--- src/rtl/cdir_pkg.sv ---
// Shared types for the cache tag directory.
// Assumes: nothing beyond IEEE 1800-2017.
package cdir_pkg;
    // Replacement policy chosen at elaboration time
    typedef enum logic {
        REPL_LRU  = 1'b0,
        REPL_FIFO = 1'b1
    } repl_e;
endpackage

--- src/rtl/cdir_lookup.sv ---
// Compares one set's ways against a block address and reports hit
// and the position of the matching way.
// Assumes: at most one valid way holds any given block address.
module cdir_lookup #(
    parameter int WAYS  = 4,
    parameter int BLK_W = 27,
    localparam int POS_W = (WAYS > 1) ? $clog2(WAYS) : 1
) (
    input  logic                        clk,
    input  logic                        rst_n,
    input  logic [WAYS-1:0][BLK_W-1:0]  row_blk,
    input  logic [WAYS-1:0]             row_vld,
    input  logic [BLK_W-1:0]            key,
    output logic                        hit,
    output logic [POS_W-1:0]            hit_pos
);

    logic [WAYS-1:0] match;

    // Per-way equality against the key, qualified by valid
    for (genvar w = 0; w < WAYS; w++) begin : g_cmp
        assign match[w] = row_vld[w] && (row_blk[w] == key);
    end

    // Encode the lowest matching position
    always_comb begin
        hit     = 1'b0;
        hit_pos = '0;
        for (int w = WAYS - 1; w >= 0; w--) begin
            if (match[w]) begin
                hit     = 1'b1;
                hit_pos = POS_W'(w);
            end
        end
    end

    AST_SINGLE_MATCH: assert property (@(posedge clk) disable iff (!rst_n)
        $onehot0(match));

endmodule

--- src/rtl/cdir_reorder.sv ---
// Computes the next contents of one set from its current contents,
// the lookup result and the policy.
// Assumes: valid ways form a prefix starting at position 0.
module cdir_reorder #(
    parameter int              WAYS   = 4,
    parameter int              BLK_W  = 27,
    parameter cdir_pkg::repl_e POLICY = cdir_pkg::REPL_LRU,
    localparam int POS_W = (WAYS > 1) ? $clog2(WAYS) : 1
) (
    input  logic [WAYS-1:0][BLK_W-1:0]  old_blk,
    input  logic [WAYS-1:0]             old_vld,
    input  logic                        hit,
    input  logic [POS_W-1:0]            hit_pos,
    input  logic [BLK_W-1:0]            key,
    output logic [WAYS-1:0][BLK_W-1:0]  new_blk,
    output logic [WAYS-1:0]             new_vld
);

    logic             move;
    logic [POS_W-1:0] src_pos;

    // Policy variant: whether a hit reorders the set
    if (POLICY == cdir_pkg::REPL_FIFO) begin : g_fifo
        assign move = !hit;
    end else begin : g_lru
        assign move = 1'b1;
    end

    // A miss behaves like removing the last position
    assign src_pos = hit ? hit_pos : POS_W'(WAYS - 1);

    // Shift entries above the source position down, put key in front
    always_comb begin
        new_blk = old_blk;
        new_vld = old_vld;
        if (move) begin
            new_blk[0] = key;
            new_vld[0] = 1'b1;
            for (int i = 1; i < WAYS; i++) begin
                if (i <= int'(src_pos)) begin
                    new_blk[i] = old_blk[i-1];
                    new_vld[i] = old_vld[i-1];
                end
            end
        end
    end

endmodule

--- src/rtl/cdir_sat_counter.sv ---
// Saturating up-counter, one step per cycle with inc high.
// Assumes: W >= 1.
module cdir_sat_counter #(
    parameter int W = 32
) (
    input  logic         clk,
    input  logic         rst_n,
    input  logic         inc,
    output logic [W-1:0] q
);

    localparam logic [W-1:0] MAXV = '1;

    // Count with saturation, synchronous clear
    always_ff @(posedge clk) begin
        if (!rst_n)
            q <= '0;
        else if (inc && (q != MAXV))
            q <= q + 1'b1;
    end

    AST_COUNT_STEP: assert property (@(posedge clk) disable iff (!rst_n)
        (inc && q != MAXV) |=> (q == $past(q) + 1'b1));
    AST_SAT_HOLD: assert property (@(posedge clk) disable iff (!rst_n)
        (q == MAXV) |=> (q == MAXV));
    AST_NO_STEP_IDLE: assert property (@(posedge clk) disable iff (!rst_n)
        !inc |=> $stable(q));

endmodule

--- src/rtl/cache_tag_dir.sv ---
// Set-associative tag directory: hit/miss per request with an
// elaboration-time LRU or FIFO replacement, plus hit/miss counters.
// Assumes: SETS and BLOCK_BYTES are powers of two, SETS >= 2,
// WAYS from 1 to 4; synchronous active-low reset.
module cache_tag_dir #(
    parameter int              ADDR_W      = 32,
    parameter int              SETS        = 16,
    parameter int              WAYS        = 4,
    parameter int              BLOCK_BYTES = 32,
    parameter int              CNT_W       = 32,
    parameter cdir_pkg::repl_e POLICY      = cdir_pkg::REPL_LRU
) (
    input  logic              clk,
    input  logic              rst_n,
    input  logic              req_valid,
    input  logic [ADDR_W-1:0] req_addr,
    output logic              req_ready,
    output logic              rsp_hit,
    output logic [CNT_W-1:0]  hit_count,
    output logic [CNT_W-1:0]  miss_count
);

    localparam int OFF_W = $clog2(BLOCK_BYTES);
    localparam int IDX_W = $clog2(SETS);
    localparam int BLK_W = ADDR_W - OFF_W;
    localparam int POS_W = (WAYS > 1) ? $clog2(WAYS) : 1;

    logic [WAYS-1:0][BLK_W-1:0] blk_q [SETS];
    logic [WAYS-1:0]            vld_q [SETS];

    logic [IDX_W-1:0]           idx;
    logic [BLK_W-1:0]           key;
    logic [WAYS-1:0][BLK_W-1:0] row_blk;
    logic [WAYS-1:0]            row_vld;
    logic [WAYS-1:0][BLK_W-1:0] nxt_blk;
    logic [WAYS-1:0]            nxt_vld;
    logic                       hit;
    logic [POS_W-1:0]           hit_pos;
    logic                       accept;

    // Address split and request acceptance
    assign idx       = req_addr[OFF_W +: IDX_W];
    assign key       = req_addr[ADDR_W-1:OFF_W];
    assign req_ready = 1'b1;
    assign accept    = req_valid && req_ready;
    assign row_blk   = blk_q[idx];
    assign row_vld   = vld_q[idx];
    assign rsp_hit   = hit;

    cdir_lookup #(.WAYS(WAYS), .BLK_W(BLK_W)) u_lookup (
        .clk     (clk),
        .rst_n   (rst_n),
        .row_blk (row_blk),
        .row_vld (row_vld),
        .key     (key),
        .hit     (hit),
        .hit_pos (hit_pos)
    );

    cdir_reorder #(.WAYS(WAYS), .BLK_W(BLK_W), .POLICY(POLICY)) u_reorder (
        .old_blk (row_blk),
        .old_vld (row_vld),
        .hit     (hit),
        .hit_pos (hit_pos),
        .key     (key),
        .new_blk (nxt_blk),
        .new_vld (nxt_vld)
    );

    // Set storage: clear on reset, write back the selected set on accept
    always_ff @(posedge clk) begin
        if (!rst_n) begin
            for (int s = 0; s < SETS; s++) begin
                blk_q[s] <= '0;
                vld_q[s] <= '0;
            end
        end else if (accept) begin
            blk_q[idx] <= nxt_blk;
            vld_q[idx] <= nxt_vld;
        end
    end

    cdir_sat_counter #(.W(CNT_W)) u_hit_cnt (
        .clk   (clk),
        .rst_n (rst_n),
        .inc   (accept && hit),
        .q     (hit_count)
    );

    cdir_sat_counter #(.W(CNT_W)) u_miss_cnt (
        .clk   (clk),
        .rst_n (rst_n),
        .inc   (accept && !hit),
        .q     (miss_count)
    );

    // Valid ways stay a contiguous prefix in every set
    for (genvar s = 0; s < SETS; s++) begin : g_chk
        AST_VALID_PREFIX: assert property (@(posedge clk) disable iff (!rst_n)
            (((vld_q[s] >> 1) & ~vld_q[s]) == '0));
    end

    AST_FRONT_ON_MOVE: assert property (@(posedge clk) disable iff (!rst_n)
        (accept && (!hit || POLICY == cdir_pkg::REPL_LRU))
        |=> (blk_q[$past(idx)][0] == $past(key)) && vld_q[$past(idx)][0]);

    AST_MISS_INSERTS: assert property (@(posedge clk) disable iff (!rst_n)
        (accept && !hit) |=> (blk_q[$past(idx)][0] == $past(key)));

    if (POLICY == cdir_pkg::REPL_FIFO) begin : g_fifo_chk
        AST_FIFO_HIT_KEEP: assert property (@(posedge clk) disable iff (!rst_n)
            (accept && hit) |=> (blk_q[$past(idx)] == $past(row_blk))
                                && (vld_q[$past(idx)] == $past(row_vld)));
    end

    AST_IDLE_KEEPS_SET: assert property (@(posedge clk) disable iff (!rst_n)
        !req_valid |=> (blk_q[$past(idx)] == $past(row_blk))
                       && (vld_q[$past(idx)] == $past(row_vld)));

endmodule

--- config.mk ---
export PLATFORM = sky130hd
export DESIGN_NAME = cache_tag_dir
export DESIGN_NICKNAME = d
export VERILOG_FILES = /design/src/rtl/cdir_pkg.sv /design/src/rtl/cdir_lookup.sv /design/src/rtl/cdir_reorder.sv /design/src/rtl/cdir_sat_counter.sv /design/src/rtl/cache_tag_dir.sv
export SDC_FILE = /design/constraint.sdc
export NUM_CORES = 2
export LEC_CHECK = 0
export BUFFER_PORTS_ARGS = -buffer_cell sky130_fd_sc_hd__clkbuf_2
export CAP_MARGIN = 20
export CORE_MARGIN = 4
export CORE_UTILIZATION = 57
export DETAILED_ROUTE_END_ITERATION = 10
export PLACE_DENSITY = 0.76
export SLEW_MARGIN = 10
export SYNTH_ARGS = -nofsm -noshare
export SYNTH_HDL_FRONTEND = slang
export SYNTH_SLANG_ARGS = --single-unit
--- constraint.sdc ---
create_clock -name clk -period 5.5 [get_ports clk]
set_input_delay 0.275 -clock clk [delete_from_list [all_inputs] [get_ports clk]]
set_output_delay 0.275 -clock clk [all_outputs]
set_load 0.005 [all_outputs]
==> flow_summary.json <==
{
  "slowest_delay_ps": 770,
  "numCtsBuffers": 185,
  "grt_pass1_wl_mm": 409,
  "drive_above_1_share": 0.227,
  "ys_types": 96,
  "vdd_drop_max_mv": 0.361,
  "clkLatencyLatePin_ps": 850,
  "worstPathCellList": "buf_8 -> buf_12 -> buf_12 -> mux4_2 -> mux2i_1 -> xnor2_1 -> o2111ai_1 -> a21boi_1 -> nor4_1 -> and4b_1 -> or4_1 -> buf_12 -> clkbuf_2",
  "yosys_warnings": 0,
  "ctsRootBufferMaster": "clkbuf_16",
  "syn_to_final_growth_pct": 11.8,
  "finalClockSkew_ps": 46.0,
  "status": "completed",
  "coreArea_um2": 150000,
  "synth_flop_cell": "edfxtp_1",
  "grt.total_usage": 0.361,
  "hold_violations": 0,
  "ctsHoldBuffers": 1,
  "fmax_ghz": 0.200,
  "place.gp.congestion": 0.983,
  "cts_resized": 0,
  "seqPwrFrac": 0.496,
  "routedWlPerCell_um": 33.3,
  "antenna_left": 0,
  "seq_area_frac_synth": 0.633,
  "drv_slew": 0,
  "drc": 0,
  "grt_overflow": 0,
  "synth_seq_cells": 1856,
  "antenna_found_initial": 12,
  "synth_largest_area_cell": "edfxtp_1",
  "drt-initial-drc-count": 10004,
  "intPower_uw": 24400,
  "cts_tree": "done",
  "grt_max_degree": 107,
  "synth_top_family_by_area": "multiplexers",
  "path_common_cell": "buf_12",
  "pin_count": 101,
  "cap_violations": 0,
  "cts_num_sinks": 1856,
  "synth-xor-area-share": 0.0102,
  "initial_core_util": 0.576,
  "cp.required_ps": 5220,
  "synth_edf_count": 1776,
  "power_frac_clock": 0.387,
  "crit_buf_inv": 5,
  "min_period_ps": 5000,
  "combinationalPowerShare": 0.117,
  "preCtsSetupSlack_ps": 411,
  "clockBufferDepth": 3,
  "final.setup.worst_slack_ps": 502,
  "synth_most_common_cell": "edfxtp_1",
  "postSynthCellCount": 6331,
  "crit_family": "buffers and inverters",
  "synthMuxAreaShare": 0.153,
  "setup_tns_ps": 0,
  "rsz0062_at_grt": "false",
  "rows": 142,
  "cp-end-kind": "output port",
  "worst_pin_slew_ps": 1270,
  "synthAdderAreaFrac": 0.000289,
  "switchingPower_uw": 8250,
  "relSlewSlack": 0.150,
  "vias": 59455,
  "finalSetupViolations": 0,
  "crit_path_start_kind": "input pin",
  "syn_area_um2": 86700,
  "port-buffer-count": 94,
  "cp_data_arrival_time_ps": 4720,
  "yosys.area_share.simple": 0.124,
  "path_class": "in -> out",
  "fp.dieArea_um2": 158000,
  "hpwl_mm": 165,
  "viasPerCell": 6.91,
  "synthTopCellsByCount": "edfxtp_1, nor2_1, mux4_2",
  "timing.final.crit_share": 0.909,
  "cts_setup_buffers": 0,
  "min_path_type": "in -> reg",
  "rrSetupSlack_ps": 720,
  "async_reset_ff_frac": 0,
  "avgSynthCellArea_um2": 13.7,
  "cts_max_level": 4,
  "hold_ws_ps": 46.3,
  "crit_path_top_delay_cell": "a21boi_1",
  "p_sw_frac": 0.252,
  "synth_compound_area_frac": 0.0403,
  "finalWirelength_mm": 287,
  "dieWidth_um": 398,
  "nets": 6461,
  "drtPass1Iterations": 6,
  "ys_top_cells_by_area": "edfxtp_1, mux4_2, nor2_1, mux2i_1, dfxtp_1",
  "critPathMaxFanout": 31,
  "clk_pin_slew_worst_paths_ps": 60,
  "cellPowerDensity_nw_per_um2": 337,
  "synth.top_cell.area_share": 0.615,
  "leakage_uw": 0.0351,
  "first_global_vias": 58546,
  "die_h_um": 398
}
[worst reg2reg max path: cells and delay by family, from the launching register on]
kind	cells	cell delay, ps
flops	1	370
buf+inv	2	750
xor+xnor	1	140
mux	1	510
compound gates	4	1130
simple gates	4	1560
[worst paths after layout]
path / from / to / cells past startpoint
max reg2reg: blk_q[11][15]$_SDFFCE_PN0P_ / blk_q[0][47]$_SDFFCE_PN0P_ / 12
min: req_addr[24] / blk_q[3][19]$_SDFFCE_PN0P_ / 3
min reg2reg: vld_q[11][0]$_SDFFE_PP1N_ / vld_q[11][0]$_SDFFE_PP1N_ / 2
max: req_addr[5] / rsp_hit / 13
[per-stage QoR]
step | utilization | total power [µW] | cells | area, µm²
3_5_place_dp | 0.604 | 20100 | 8252 | 90900
4_1_cts | 0.644 | 32500 | 8594 | 96900
5_1_grt | 0.644 | 33400 | 8595 | 96900
3_3_place_gp | 0.604 | 20000 | 8252 | 90900
6_report | 0.644 | 32700 | 8604 | 96900
2_1_floorplan | - | 18700 | 6362 | 86900
[power groups by stage]
stage	clock network [µW]	registers [µW]	logic (µW)
floorplan	0	16500	2190
global placement	0	16500	3590
detailed placement	0	16500	3630
CTS	12600	16200	3660
global route	13300	16300	3890
finish	12700	16200	3810
[cells in the final DEF (no fill, tap or decap), types with 29 or more instances in the layout]
cell type  count
edfxtp_1    1776
nor2_1      1512
mux4_2       392
mux2i_1      277
buf_4        273
nand2_1      257
nor2_2       204
clkbuf_16    188
and3_1        96
a21oi_1       91
clkbuf_2      89
xnor2_1       85
buf_12        83
dfxtp_1       80
a22oi_1       76
mux2_2        71
o21ai_0       71
inv_1         60
clkbuf_1      54
nand3_1       51
nand2b_1      42
o22ai_1       41
nor3_1        40
nand4_1       35
clkinv_1      35
conb_1        33
o31ai_1       32
mux2i_2       29
clkinv_2      29
[flip-flops by register name (all words and copies together) (netlist names)]
| signal | count |
|---|---|
| blk_q | 1728 |
| vld_q | 64 |
| u_hit_cnt.q | 32 |
| u_miss_cnt.q | 32 |
[kinds of logic after synthesis]
logic type	count (synthesis)
AOI/OAI and AO/OA	502
xor gates and xnor gates	101
adders and majority gates	2
buffers and inverters	643
DFF	1856
muxes	789
other	2
and+or+nand+nor	2436
[cell type report]
| cell class | count | area, µm² |
|---|---|---|
| clock buffer | 244 | 4930 |
| fill | 10589 | 53600 |
| clock inverter | 97 | 1020 |
| multi-input combinational | 3863 | 29000 |
| sequential | 1856 | 54900 |
| tap | 2016 | 2520 |
| antenna | 10 | 25.0 |
| timing repair buffer | 451 | 4230 |
| inverter | 67 | 259 |
[per-layer routing]
metal | global-route usage | vias up | part of all wire
met4 | 0.220 | 12 | 0.077
met3 | 0.125 | 1315 | 0.16
met1 | 0.455 | 29231 | 0.32
met5 | 0.000308 | - | 0.00027
met2 | 0.542 | 5349 | 0.44
li1 | - | 23548 | -
No activity file was read; power rests on OpenSTA's default activity.
